[src/rtl/rxrel_pkg.sv]
package rxrel_pkg;
    localparam int unsigned PKT_MAX_DEF    = 64;
    localparam int unsigned IDLE_CHARS_DEF = 4;
    localparam int unsigned SLOW_BAUD_DEF  = 40960;

    typedef enum logic {
        ANS_NAK   = 1'b0,
        ANS_GRANT = 1'b1
    } answer_e;
endpackage

[src/rtl/rxrel_idle_timer.sv]
module rxrel_idle_timer #(
    parameter int unsigned FRM_W      = 4,
    parameter int unsigned IDLE_CHARS = rxrel_pkg::IDLE_CHARS_DEF
) (
    input  logic             clk,
    input  logic             rst_n,
    input  logic             char_rcvd,
    input  logic             bit_tick,
    input  logic [FRM_W-1:0] frame_bits,
    input  logic             flush,
    output logic             idle
);
    localparam int unsigned CHR_W = $clog2(IDLE_CHARS + 1);
    localparam logic [CHR_W-1:0] LAST_CHR = CHR_W'(IDLE_CHARS - 1);

    typedef struct packed {
        logic [FRM_W-1:0] bit_cnt;
        logic [CHR_W-1:0] chr_cnt;
        logic             idle;
    } tmr_t;

    tmr_t t_d, t_q;
    logic frame_done;

    always_comb begin
        t_d        = t_q;
        frame_done = ({1'b0, t_q.bit_cnt} + 1'b1) >= {1'b0, frame_bits};
        if (char_rcvd || flush) begin
            t_d = '0;
        end else if (bit_tick && !t_q.idle) begin
            if (frame_done) begin
                t_d.bit_cnt = '0;
                if (t_q.chr_cnt == LAST_CHR) t_d.idle = 1'b1;
                else                         t_d.chr_cnt = t_q.chr_cnt + 1'b1;
            end else begin
                t_d.bit_cnt = t_q.bit_cnt + 1'b1;
            end
        end
    end

    always_ff @(posedge clk) begin
        if (!rst_n) t_q <= '0;
        else        t_q <= t_d;
    end

    assign idle = t_q.idle;

    assert_char_clears_idle_R7: assert property (@(posedge clk) disable iff (!rst_n)
        char_rcvd |=> !idle);
    assert_flush_clears_idle_R8: assert property (@(posedge clk) disable iff (!rst_n)
        flush |=> !idle);
    assert_idle_needs_tick_R5: assert property (@(posedge clk) disable iff (!rst_n)
        $rose(idle) |-> ($past(bit_tick) && !$past(char_rcvd)));
endmodule

[src/rtl/rxrel_decide.sv]
module rxrel_decide #(
    parameter int unsigned CNT_W   = 8,
    parameter int unsigned OUT_W   = 7,
    parameter int unsigned PKT_MAX = rxrel_pkg::PKT_MAX_DEF
) (
    input  logic             clk,
    input  logic             rst_n,
    input  logic             req,
    input  logic [CNT_W-1:0] fill_count,
    input  logic             idle,
    input  logic             low_lat_en,
    output logic             flush,
    output logic             resp_valid,
    output logic             resp_grant,
    output logic [OUT_W-1:0] resp_count
);
    import rxrel_pkg::*;

    localparam logic [CNT_W-1:0] PKT_FULL = CNT_W'(PKT_MAX);

    typedef struct packed {
        logic             valid;
        answer_e          ans;
        logic [OUT_W-1:0] count;
    } resp_t;

    resp_t r_d, r_q;
    logic  full_pkt, empty, early_ok;

    always_comb begin
        full_pkt = fill_count >= PKT_FULL;
        empty    = fill_count == '0;
        early_ok = !empty && (low_lat_en || idle);
        r_d      = '0;
        if (req) begin
            r_d.valid = 1'b1;
            if (full_pkt) begin
                r_d.ans   = ANS_GRANT;
                r_d.count = OUT_W'(PKT_MAX);
            end else if (early_ok) begin
                r_d.ans   = ANS_GRANT;
                r_d.count = fill_count[OUT_W-1:0];
            end
        end
        flush = req && (r_d.ans == ANS_GRANT) && (fill_count <= PKT_FULL);
    end

    always_ff @(posedge clk) begin
        if (!rst_n) r_q <= '0;
        else        r_q <= r_d;
    end

    assign resp_valid = r_q.valid;
    assign resp_grant = (r_q.ans == ANS_GRANT);
    assign resp_count = r_q.count;

    assert_resp_after_req_R1: assert property (@(posedge clk) disable iff (!rst_n)
        req |=> resp_valid);
    assert_no_stray_resp_R1: assert property (@(posedge clk) disable iff (!rst_n)
        !req |=> !resp_valid);
    assert_full_packet_R2: assert property (@(posedge clk) disable iff (!rst_n)
        (req && fill_count >= PKT_FULL) |=> (resp_grant && resp_count == OUT_W'(PKT_MAX)));
    assert_empty_nak_R3: assert property (@(posedge clk) disable iff (!rst_n)
        (req && fill_count == '0) |=> (!resp_grant && resp_count == '0));
    assert_low_latency_R9: assert property (@(posedge clk) disable iff (!rst_n)
        (req && low_lat_en && fill_count != '0) |=> resp_grant);
    assert_count_bound_R11: assert property (@(posedge clk) disable iff (!rst_n)
        req |=> ({1'b0, resp_count} <= {1'b0, $past(fill_count)}));
endmodule

[src/rtl/rx_release_ctrl.sv]
module rx_release_ctrl #(
    parameter int unsigned FIFO_DEPTH = 128,
    parameter int unsigned PKT_MAX    = rxrel_pkg::PKT_MAX_DEF,
    parameter int unsigned FRM_W      = 4,
    parameter int unsigned BAUD_W     = 24,
    parameter int unsigned IDLE_CHARS = rxrel_pkg::IDLE_CHARS_DEF,
    parameter int unsigned SLOW_BAUD  = rxrel_pkg::SLOW_BAUD_DEF,
    localparam int unsigned CNT_W     = $clog2(FIFO_DEPTH + 1),
    localparam int unsigned OUT_W     = $clog2(PKT_MAX + 1)
) (
    input  logic              clk,
    input  logic              rst_n,
    input  logic [CNT_W-1:0]  fill_count,
    input  logic              char_rcvd,
    input  logic              bit_tick,
    input  logic [FRM_W-1:0]  frame_bits,
    input  logic              low_lat_en,
    input  logic              req,
    input  logic [BAUD_W-1:0] baud_cfg,
    output logic              slow_baud,
    output logic              resp_valid,
    output logic              resp_grant,
    output logic [OUT_W-1:0]  resp_count
);
    logic idle;
    logic flush;

    assign slow_baud = baud_cfg < BAUD_W'(SLOW_BAUD);

    rxrel_idle_timer #(
        .FRM_W      (FRM_W),
        .IDLE_CHARS (IDLE_CHARS)
    ) u_timer (
        .clk        (clk),
        .rst_n      (rst_n),
        .char_rcvd  (char_rcvd),
        .bit_tick   (bit_tick),
        .frame_bits (frame_bits),
        .flush      (flush),
        .idle       (idle)
    );

    rxrel_decide #(
        .CNT_W   (CNT_W),
        .OUT_W   (OUT_W),
        .PKT_MAX (PKT_MAX)
    ) u_decide (
        .clk        (clk),
        .rst_n      (rst_n),
        .req        (req),
        .fill_count (fill_count),
        .idle       (idle),
        .low_lat_en (low_lat_en),
        .flush      (flush),
        .resp_valid (resp_valid),
        .resp_grant (resp_grant),
        .resp_count (resp_count)
    );
endmodule

[config.mk]
export PLATFORM = sky130hd
export DESIGN_NAME = rx_release_ctrl
export DESIGN_NICKNAME = d
export VERILOG_FILES = /design/src/rtl/rxrel_pkg.sv /design/src/rtl/rxrel_idle_timer.sv /design/src/rtl/rxrel_decide.sv /design/src/rtl/rx_release_ctrl.sv
export SDC_FILE = /design/constraint.sdc
export NUM_CORES = 1
export LEC_CHECK = 0
export ABC_CLOCK_PERIOD_IN_PS = 2100
export BUFFER_PORTS_ARGS = -buffer_cell sky130_fd_sc_hd__buf_4
export CAP_MARGIN = 40
export CORE_AREA = 4 4 53 55
export DETAILED_ROUTE_END_ITERATION = 12
export DIE_AREA = 0 0 57 59
export PLACE_DENSITY_LB_ADDON = 0.15
export REMOVE_ABC_BUFFERS = 1
export SLEW_MARGIN = 0
export SYNTH_ARGS = -nofsm -noshare
export SYNTH_HDL_FRONTEND = slang
export SYNTH_SLANG_ARGS = --single-unit
[constraint.sdc]
create_clock -name clk -period 2.1 [get_ports clk]
set_clock_uncertainty 0.15 [all_clocks]
set_input_delay 0.21 -clock clk [delete_from_list [all_inputs] [get_ports clk]]
set_output_delay 0.21 -clock clk [all_outputs]
set_load 0.02 [all_outputs]
==> flow_summary_export.csv, run 1 <==
group,metric,value,unit
cells_and_area,fin_cells,173,
timing,finalMaxSlewViolations,0,
critical_path,crit_fanout,4,
clocking,cts_sinks,17,
synth,ys_ff_latch,17,
cells_and_area,layout.nets,193,
synth,synth_edf_count,0,
power,ir_drop,318,uV
placed_design,routabilityCongestion,0.815,
timing,min_period,2.05,ns
critical_path,crit_type,"flip-flop to flip-flop",
placed_design,port_buffers,38,
critical_path,cp_top_family,"compound AO/OA/AOI/OAI gates",
critical_path,worstRegToRegCells,9,
synth,synth_ff_type,"dfxtp_1",
clocking,cts_max_level,1,
synth,yosys_warnings,0,
synth,netlist_area,831,sq um
hold_path,whs_endpoint,"u_decide.resp_valid",
timing,setup_viol,0,
cells_and_area,multi_input_area,518,sq um
critical_path,path_buf_inv,1,
floorplan,boundaryPins,52,
detailed_routing,drcViolationCount,0,
synth,synthMuxAreaShare,0.0241,
floorplan,die_y,59,microns
power,p_leak,0.612,nW
clocking,cts_buffers,3,
detailed_routing,avgViaCountPerCell,4.68,
clocking,cts_root_buffer,"clkbuf_4",
synth,yosysTopAreaCellShare,0.410,
floorplan,core_area,2390,sq um
timing,rsz0062_at_grt,"true",
detailed_routing,ant_nets,0,
cells_and_area,n_antenna_cell,0,
detailed_routing,drt-pass1-iter-count,4,
critical_path,worst_path_largest_cell_delay,0.35,ns
detailed_routing,wire_per_inst,11.8,microns
run_status,status,"finished, final reports clean",
critical_path,slowest_stage,"dfxtp_2",
synth,synth_compound_area_frac,0.149,
global_route,grt_max_degree,12,
floorplan,start_util,0.348,
timing,fin_crit_sh,0.975,
critical_path,worst-path-stages,9,
flow_run,cap_violations,0,
global_route,antenna_found_initial,0,
synth,yosys.cell_types.count,28,
global_route,grt_pass1_wl,3160,microns
clocking,worstSkewPairLatency,0.29,ns
floorplan,fp.dieArea,3360,sq um
power,total_power,0.000635,W
power,power_density,471,nW/um^2
cells_and_area,synthToLayoutAreaGrowth,62.0,%
critical_path,timing.rr.start,"u_timer.t_q[5]",
global_route,grt_pass1_vias,764,
detailed_routing,wirelength,2030,microns
global_route,track_usage,0.122,
global_route,grt-ovfl-total,0,
timing,hold_viol,0,
cells_and_area,utilization,0.564,
synth,yosys-top-cells-area,"dfxtp_1 (41%), ha_1 (11%), a21oi_1 (4.8%)",
placed_design,dp_slack,0.0376,ns
critical_path,r2r_slack,0.05,ns
timing,max_freq,0.488,GHz
synth,yosys.area_share.simple,0.248,
hold_path,hold_depth,3,
floorplan,die_w,57,microns
synth,synth_top_cell_by_area,"dfxtp_1",
critical_path,cp-startpoint,"u_timer.t_q[5]",
detailed_routing,num_vias,810,
critical_path,crit_path_frequent_cell,"a21oi_2",
hold_path,hp-start,"req",
synth,ys_seq_area_frac,0.410,
timing,fin_hold_ws,0.0359,ns
synth,synth_fa_ha_area_frac,0.105,
cells_and_area,seq_area,344,sq um
critical_path,cp.required,2.18,ns
detailed_routing,first_iter_violations,10,
synth,synthXorXnorAreaFrac,0.0316,
cells_and_area,layout-drive-gt1-share,0.434,
synth,ys_async_sr_fraction,0,
clocking,cts_tree,"built",
placed_design,post-dp-hpwl,1510,microns
synth,syn_inst,89,
critical_path,r2r_end,"u_timer.t_q[4]",
clocking,cts_buffer_depth,2,
hold_path,holdCritPathClass,"input pin to flip-flop",
critical_path,path_cells,"ha_4, xor2_2, ha_1, a21oi_2, o21ai_4, a21oi_2, buf_4, nand4b_1, a21oi_1",
cells_and_area,fillerInstances,228,
critical_path,end_kind,"flip-flop",
timing,max-slew-margin-rel,0.544,
timing,worst_pin_slew,0.677,ns
timing,timing.final.ws_setup,0.0515,ns
critical_path,crit_arrival,2.13,ns
synth,syn_area_per_cell,9.33,sq um
synth,synth_top_family_by_area,"simple AND/OR/NAND/NOR gates",
placed_design,place_inst,161,
clocking,clk_pin_slew_worst_paths,0.11,ns
critical_path,start_kind,"flip-flop",
floorplan,rows,18,
## sequential cells by signal (all words and copies together), names as in the netlist
name,cells
u_decide.resp_count,7
u_decide.resp_valid,1
u_timer.idle,1
u_timer.t_q,7
u_decide.resp_grant,1
## cell families (layout without fill, tap and decap cells)
family | after synthesis | in the layout
AND/OR/NAND/NOR | 36 | 36
XOR/XNOR | 3 | 3
flip-flops | 17 | 17
AO/OA/AOI/OAI | 17 | 17
buffers and inverters | 7 | 61
multiplexers | 2 | 2
adder cells (fa/ha/maj) | 7 | 7
## how the worst max path moves through the flow
stage                           endpoint  slack (ns)
after floorplan             u_timer.idle        0.08
after global placement    u_timer.t_q[4]        0.07
after detailed placement  u_timer.t_q[7]        0.04
after CTS                 u_timer.t_q[7]      0.0002
after global routing      u_timer.t_q[6]       -0.10
final                     u_timer.t_q[4]        0.05
## cell usage after synthesis (2+ instances only)
| library cell | number |
|---|---|
| ha_1 | 7 |
| a21oi_1 | 8 |
| and2_1 | 6 |
| nor2_1 | 4 |
| nand3_1 | 2 |
| o21ai_0 | 2 |
| dfxtp_1 | 17 |
| nor2b_1 | 3 |
| nand4_1 | 2 |
| nand2_1 | 8 |
| nor4_1 | 3 |
| xnor2_1 | 2 |
| nand4b_1 | 3 |
| inv_1 | 7 |
| mux2i_1 | 2 |
## where the power goes
group          total, W  switching, W  internal [W]
clock network  0.000183      0.000111     0.0000723
registers      0.000331    0.00000245      0.000328
logic          0.000121     0.0000500     0.0000709
## layout make-up
type                            count  area share
Sequential cell                    17       0.256
Clock buffer                        3      0.0167
Clock inverter                      1     0.00558
Inverter                            7      0.0195
Timing Repair Buffer               50       0.290
Tap cell                           30      0.0279
Multi-Input combinational cell     65       0.385
## worst register-to-register path, stage by stage, from the launching register on
cell and delay [ns]:
dfxtp_2 0.35, ha_4 0.17, xor2_2 0.14, ha_1 0.33
a21oi_2 0.18, o21ai_4 0.10, a21oi_2 0.17, buf_4 0.15
nand4b_1 0.10, a21oi_1 0.15
## layout by cell type (no fill, tap or decap), drive strengths merged
| cell | Yosys | layout |
|---|---|---|
| and3 | 1 | 1 |
| nand4 | 2 | 2 |
| xor2 | 1 | 1 |
| o2111ai | 1 | 1 |
| buf | 0 | 44 |
| a21oi | 8 | 8 |
| clkinvlp | 0 | 1 |
| nor3b | 1 | 1 |
| o21ai | 4 | 4 |
| inv | 7 | 7 |
| ha | 7 | 7 |
| nand2 | 8 | 8 |
| xnor2 | 2 | 2 |
| dlygate4sd3 | 0 | 6 |
| nor3 | 1 | 1 |
| a21boi | 1 | 1 |
| nor4 | 4 | 4 |
| nor2b | 3 | 3 |
| and2 | 6 | 6 |
| mux2i | 2 | 2 |
| a31o | 1 | 1 |
| o21ba | 1 | 1 |
| a211oi | 1 | 1 |
| clkbuf | 0 | 3 |
| dfxtp | 17 | 17 |
| nand3 | 2 | 2 |
| nor2 | 4 | 4 |
| nand2b | 1 | 1 |
| nand4b | 3 | 3 |
## routing by layer
layer | vias up | share of wire | track usage
met5 | - | 0 | 0
met4 | 0 | 0.011 | 0.0629
met3 | 2 | 0.056 | 0.0349
met2 | 20 | 0.51 | 0.201
met1 | 368 | 0.42 | 0.144
li1 | 420 | - | -
## metrics by stage
step | setup TNS [ns] | area, sq um
after floorplan | 0 | 831
after global placement | 0 | 1180
after detailed placement | 0 | 1180
after CTS | 0 | 1270
after global routing | -0.448 | 1350
final | 0 | 1350
## timing repair
item | in CTS | in global routing
setup buffers | 0 | 2
endpoints found under the setup margin | 0 | 8
gates resized for setup | 0 | 13
hold buffers | 6 | 0
endpoints found under the hold margin | 6 | 0
Note: power is estimated with default switching activity, not from simulation.
==> run 2: changes to the inputs <==
CORE_AREA = 8 8 57 59   (was 4 4 53 55)
DIE_AREA = 0 0 65 67   (was 0 0 57 59)
REMOVE_ABC_BUFFERS = default   (was 1)
==> run 2 against run 1 <==
Utilization down 1.1 points. Worst hold slack got worse by 0.011 ns. Total power decreased by 1.4%. Final cell count decreased by 0.58%. Register-to-register slack gained 0.04 ns. Sequential share of layout area up 0.45 points. Clock-buffer cell count is the same. First-iteration DRC count rose by 80%. Critical path depth fell by 1. Design area down 2.8%. Routed wire length up 5.9%. Setup slack improved by 0.040 ns. Critical path type unchanged. Largest cell class unchanged. Largest power group unchanged.
==> flow_summary_export.csv, run 2 (synthesis results as in run 1) <==
group,metric,value,unit
run_status,status,"finished, final reports clean",
timing,worst_pin_slew,0.664,ns
floorplan,core_area,2360,sq um
detailed_routing,wire_per_inst,12.5,microns
power,intPower,0.000468,W
synth,syn-num-nets,138,
cells_and_area,most-common-layout-cells,"buf_4 (43), dfxtp_1 (17), nand2_1 (8)",
cells_and_area,layout.nets,192,
timing,finalMaxSlewViolations,0,
global_route,track_usage,0.103,
timing,hold_viol,0,
floorplan,fp.dieArea,4360,sq um
detailed_routing,wirelength,2150,microns
power,p_sw_frac,0.252,
detailed_routing,avgViaCountPerCell,4.74,
power,combPwrFrac,0.187,
critical_path,crit_type,"flip-flop to flip-flop",
critical_path,crit_fanout,3,
power,ir_drop,315,uV
floorplan,die_w,65,microns
placed_design,post-dp-hpwl,1650,microns
global_route,grt_pass1_vias,774,
timing,max-slew-margin-rel,0.553,
floorplan,rows,18,
power,switchingPower,0.000158,W
flow_run,cap_violations,0,
cells_and_area,layout_commonest_cell,"buf_4",
global_route,grt_pass1_wl,3480,microns
timing,max_freq,0.498,GHz
cells_and_area,fin_cells,172,
placed_design,routabilityCongestion,0.785,
detailed_routing,first_iter_violations,18,
placed_design,port_buffers,38,
floorplan,die_y,67,microns
timing,rsz0062_at_grt,"true",
placed_design,place_inst,161,
global_route,grt_max_degree,11,
cells_and_area,synthToLayoutAreaGrowth,57.5,%
timing,timing.final.ws_setup,0.0913,ns
detailed_routing,drcViolationCount,0,
cells_and_area,layout-drive-gt1-share,0.387,
timing,setup_viol,0,
critical_path,r2r_slack,0.09,ns
critical_path,start_kind,"flip-flop",
critical_path,end_kind,"flip-flop",
placed_design,dp_slack,0.0414,ns
clocking,clk_pin_slew_worst_paths,0.10,ns
detailed_routing,drt-pass1-iter-count,4,
power,power_density,478,nW/um^2
power,p_seq_frac,0.528,
cells_and_area,fillerInstances,245,
floorplan,boundaryPins,52,
critical_path,cp.required,2.13,ns
timing,min_period,2.01,ns
clocking,cts_max_level,1,
floorplan,start_util,0.351,
clocking,cts_root_buffer,"clkbuf_4",
power,p_leak,0.609,nW
global_route,grt-ovfl-total,0,
global_route,antenna_found_initial,0,
critical_path,crit_arrival,2.04,ns
power,p_clk_frac,0.286,
clocking,worstSkewPairLatency,0.29,ns
timing,fin_crit_sh,0.957,
detailed_routing,num_vias,815,
clocking,cts_tree,"built",
clocking,cts_buffer_depth,2,
cells_and_area,n_antenna_cell,0,
clocking,cts_sinks,17,
clocking,cts_buffers,3,
hold_path,holdCritPathClass,"input pin to flip-flop",
detailed_routing,ant_nets,0,
==> run 2: final cells by class <==
type | instances | area [sq um] | area share
sequential | 17 | 340 | 0.260
inverter | 7 | 26.3 | 0.0201
timing repair buffer | 49 | 383 | 0.293
multi-input combinational | 65 | 494 | 0.378
clock buffer | 3 | 22.5 | 0.0172
clock inverter | 1 | 5.00 | 0.00382
tap | 30 | 37.5 | 0.0287
==> run 2: worst paths after layout <==
kind / startpoint / to / depth (start not counted)
worst max-delay path: u_timer.t_q[4] / u_timer.t_q[3] / 8
worst min-delay path: req / u_decide.resp_valid / 3
worst max register to register: u_timer.t_q[4] / u_timer.t_q[3] / 8
worst min register to register: u_timer.t_q[7] / u_timer.t_q[7] / 2
==> run 2: metal layers <==
| layer | share of wire | GRT usage | vias to the layer above | wire, microns |
|---|---|---|---|---|
| li1 | - | - | 421 | - |
| met5 | 0 | 0 | - | 0 |
| met4 | 0.019 | 0.0654 | 0 | 40 |
| met3 | 0.051 | 0.0285 | 4 | 110 |
| met1 | 0.38 | 0.102 | 373 | 815 |
| met2 | 0.55 | 0.188 | 17 | 1190 |
==> run 2: metrics by stage <==
| stage | hold slack (ns) | utilization | total power [W] | area, sq um | setup TNS [ns] |
|---|---|---|---|---|---|
| after floorplan | 0.182 | - | 0.000377 | 831 | 0 |
| after global placement | 0.276 | 0.501 | 0.000436 | 1180 | 0 |
| after detailed placement | 0.276 | 0.501 | 0.000438 | 1180 | 0 |
| after CTS | 0.0175 | 0.538 | 0.000627 | 1270 | 0 |
| after global routing | 0.0291 | 0.553 | 0.000660 | 1310 | -0.0512 |
| final | 0.0252 | 0.553 | 0.000625 | 1310 | 0 |
==> run 2: power groups by stage <==
stage / clock network, W / logic [W] / registers [W]
finish: 0.000179 / 0.000117 / 0.000330
global route: 0.000202 / 0.000128 / 0.000331
CTS: 0.000187 / 0.000110 / 0.000330
detailed placement: 0 / 0.000101 / 0.000337
global placement: 0 / 0.0000984 / 0.000337
floorplan: 0 / 0.0000332 / 0.000343
==> run 2: what timing repair did <==
| action | 4_1_cts | 5_1_grt |
|---|---|---|
| buffers inserted | 0 | 1 |
| endpoints found under the setup margin | 0 | 8 |
| resized for setup | 0 | 7 |
| endpoints found under the hold margin | 6 | 0 |
| hold buffers | 6 | 0 |
==> run 2: critical path, stage by stage (launching register included) <==
cell,delay [ns]
dfxtp_1,0.33
ha_2,0.19
xor2_1,0.14
ha_1,0.32
a21oi_2,0.17
o21ai_4,0.10
a31o_4,0.27
mux2i_1,0.11
nor2b_1,0.12
==> run 3: changes to the inputs <==
ABC_CLOCK_PERIOD_IN_PS = 2360   (was 2100)
CORE_AREA = 8 8 53 55   (was 8 8 57 59)
DIE_AREA = 0 0 61 63   (was 0 0 65 67)
clock period = 2.36 ns   (was 2.1 ns; I/O delays follow)
==> run 3 against run 2 <==
Total power shrank 14%. Sequential share of layout area grew 2.3 points. Fmax shrank 7.5%. Design area shrank 8.1%. Clock power shrank 13%. First-iteration DRC count shrank 72%. Critical path depth is the same. Final cell count shrank 6.4%. Critical endpoint unchanged.
==> flow_summary_export.csv, run 3 (synthesis results as in run 1) <==
group,metric,value,unit
critical_path,crit_type,"flip-flop to flip-flop",
critical_path,r2r_end,"u_timer.t_q[3]",
detailed_routing,drcViolationCount,0,
floorplan,fp.dieArea,3840,sq um
hold_path,holdCritPathClass,"input pin to flip-flop",
floorplan,die_y,63,microns
global_route,antenna_found_initial,0,
hold_path,whs_endpoint,"u_decide.resp_count[3]",
critical_path,slowest_stage,"dfxtp_1",
floorplan,core_area,2060,sq um
critical_path,worst_path_largest_cell_delay,0.36,ns
cells_and_area,layout.nets,183,
global_route,grt_max_degree,11,
detailed_routing,wire_per_inst,12.0,microns
critical_path,crit_fanout,5,
critical_path,crit_arrival,2.25,ns
clocking,cts_buffers,3,
placed_design,post-dp-hpwl,1590,microns
timing,max_freq,0.460,GHz
timing,setup_viol,0,
timing,min_period,2.17,ns
critical_path,path_cells,"ha_1, xor2_1, ha_1, nand2_1, o21ai_1, a31o_2, mux2i_1, nor2b_1",
timing,timing.final.ws_setup,0.188,ns
critical_path,r2r_slack,0.19,ns
clocking,worstSkewPairLatency,0.29,ns
floorplan,die_w,61,microns
timing,finalMaxSlewViolations,0,
critical_path,worstRegToRegCells,8,
timing,rsz0062_at_grt,"false",
cells_and_area,layout-drive-gt1-share,0.353,
floorplan,boundaryPins,52,
clocking,cts_max_level,1,
clocking,cts_tree,"built",
cells_and_area,synthToLayoutAreaGrowth,44.7,%
clocking,cts_buffer_depth,2,
clocking,cts_root_buffer,"clkbuf_4",
placed_design,dp_slack,0.109,ns
power,p_leak,0.563,nW
hold_path,hold_depth,2,
timing,tns,0,ns
global_route,grt_pass1_vias,777,
clocking,cts_sinks,17,
cells_and_area,most-common-layout-cells,"buf_4 (38), dfxtp_1 (17), nand2_1 (8)",
cells_and_area,layout_commonest_cell,"buf_4",
power,power_density,449,nW/um^2
floorplan,start_util,0.403,
placed_design,routabilityCongestion,0.746,
critical_path,crit_path_frequent_cell,"ha_1",
critical_path,timing.rr.start,"u_timer.t_q[4]",
placed_design,port_buffers,38,
detailed_routing,num_vias,775,
placed_design,place_inst,155,
detailed_routing,avgViaCountPerCell,4.81,
detailed_routing,wirelength,1930,microns
timing,max-slew-margin-rel,0.561,
timing,worst_pin_slew,0.653,ns
critical_path,cp.required,2.44,ns
global_route,grt-ovfl-total,0,
detailed_routing,ant_nets,0,
critical_path,start_kind,"flip-flop",
synth,syn-num-nets,138,
critical_path,end_kind,"flip-flop",
cells_and_area,n_antenna_cell,0,
clocking,clk_pin_slew_worst_paths,0.10,ns
global_route,track_usage,0.104,
timing,fin_crit_sh,0.920,
detailed_routing,first_iter_violations,5,
run_status,status,"finished, final reports clean",
flow_run,cap_violations,0,
cells_and_area,fin_cells,161,
timing,hold_viol,0,
power,ir_drop,318,uV
detailed_routing,drt-pass1-iter-count,3,
floorplan,rows,17,
critical_path,cp-startpoint,"u_timer.t_q[4]",
hold_path,hp-start,"fill_count[3]",
global_route,grt_pass1_wl,3130,microns
[run 3: report_power, final]
part           leakage [nW]  switching, W  internal, W  total [W]
combinational         0.407     0.0000378    0.0000512  0.0000890
sequential            0.138    0.00000241     0.000292   0.000294
clock                0.0177     0.0000932    0.0000629   0.000156
[run 3: worst max-delay path by stage]
stage                endpoint  depth (start not counted)
6_report       u_timer.t_q[3]                          8
3_3_place_gp     u_timer.idle                          8
3_5_place_dp     u_timer.idle                          8
5_1_grt        u_timer.t_q[3]                          8
2_1_floorplan    u_timer.idle                          8
4_1_cts          u_timer.idle                          8
[run 3: area by class of cell]
cell class | instances | area [sq um]
Timing Repair Buffer | 40 | 305
Tap cell | 28 | 35.0
Sequential cell | 17 | 340
Fill cell | 190 | 861
Multi-Input combinational cell | 65 | 468
Clock inverter | 1 | 5.00
Clock buffer | 3 | 22.5
Inverter | 7 | 26.3
[run 3: worst max-delay path, delay by kind of cell, from the launching register on]
kind / cells / cell delay (ns)
fa+ha+maj: 2 / 0.56
compound gates: 2 / 0.53
simple gates: 2 / 0.19
flops: 1 / 0.36
mux: 1 / 0.18
xor+xnor: 1 / 0.16
[run 3: per-layer routing]
layer,track usage,vias up,wire length (microns)
met4,0.0525,0,17
met3,0.0391,2,170
li1,-,405,-
met1,0.109,344,811
met2,0.172,24,925
met5,0,-,0
[run 3: repair_timing]
| action | 4_1_cts | 5_1_grt |
|---|---|---|
| gates resized for setup | 0 | 1 |
| endpoints found under the hold margin | 2 | 0 |
| hold buffers | 2 | 0 |
| buffers inserted | 0 | 0 |
| setup endpoints to repair | 0 | 4 |
[run 3: through the flow]
stage / power (W) / utilization / hold WS, ns / instance area, sq um
6_report: 0.000539 / 0.583 / 0.0116 / 1200
5_1_grt: 0.000564 / 0.583 / 0.00751 / 1200
4_1_cts: 0.000543 / 0.581 / 0.00248 / 1200
3_5_place_dp: 0.000387 / 0.558 / 0.301 / 1150
3_3_place_gp: 0.000385 / 0.558 / 0.301 / 1150
2_1_floorplan: 0.000335 / - / 0.208 / 831
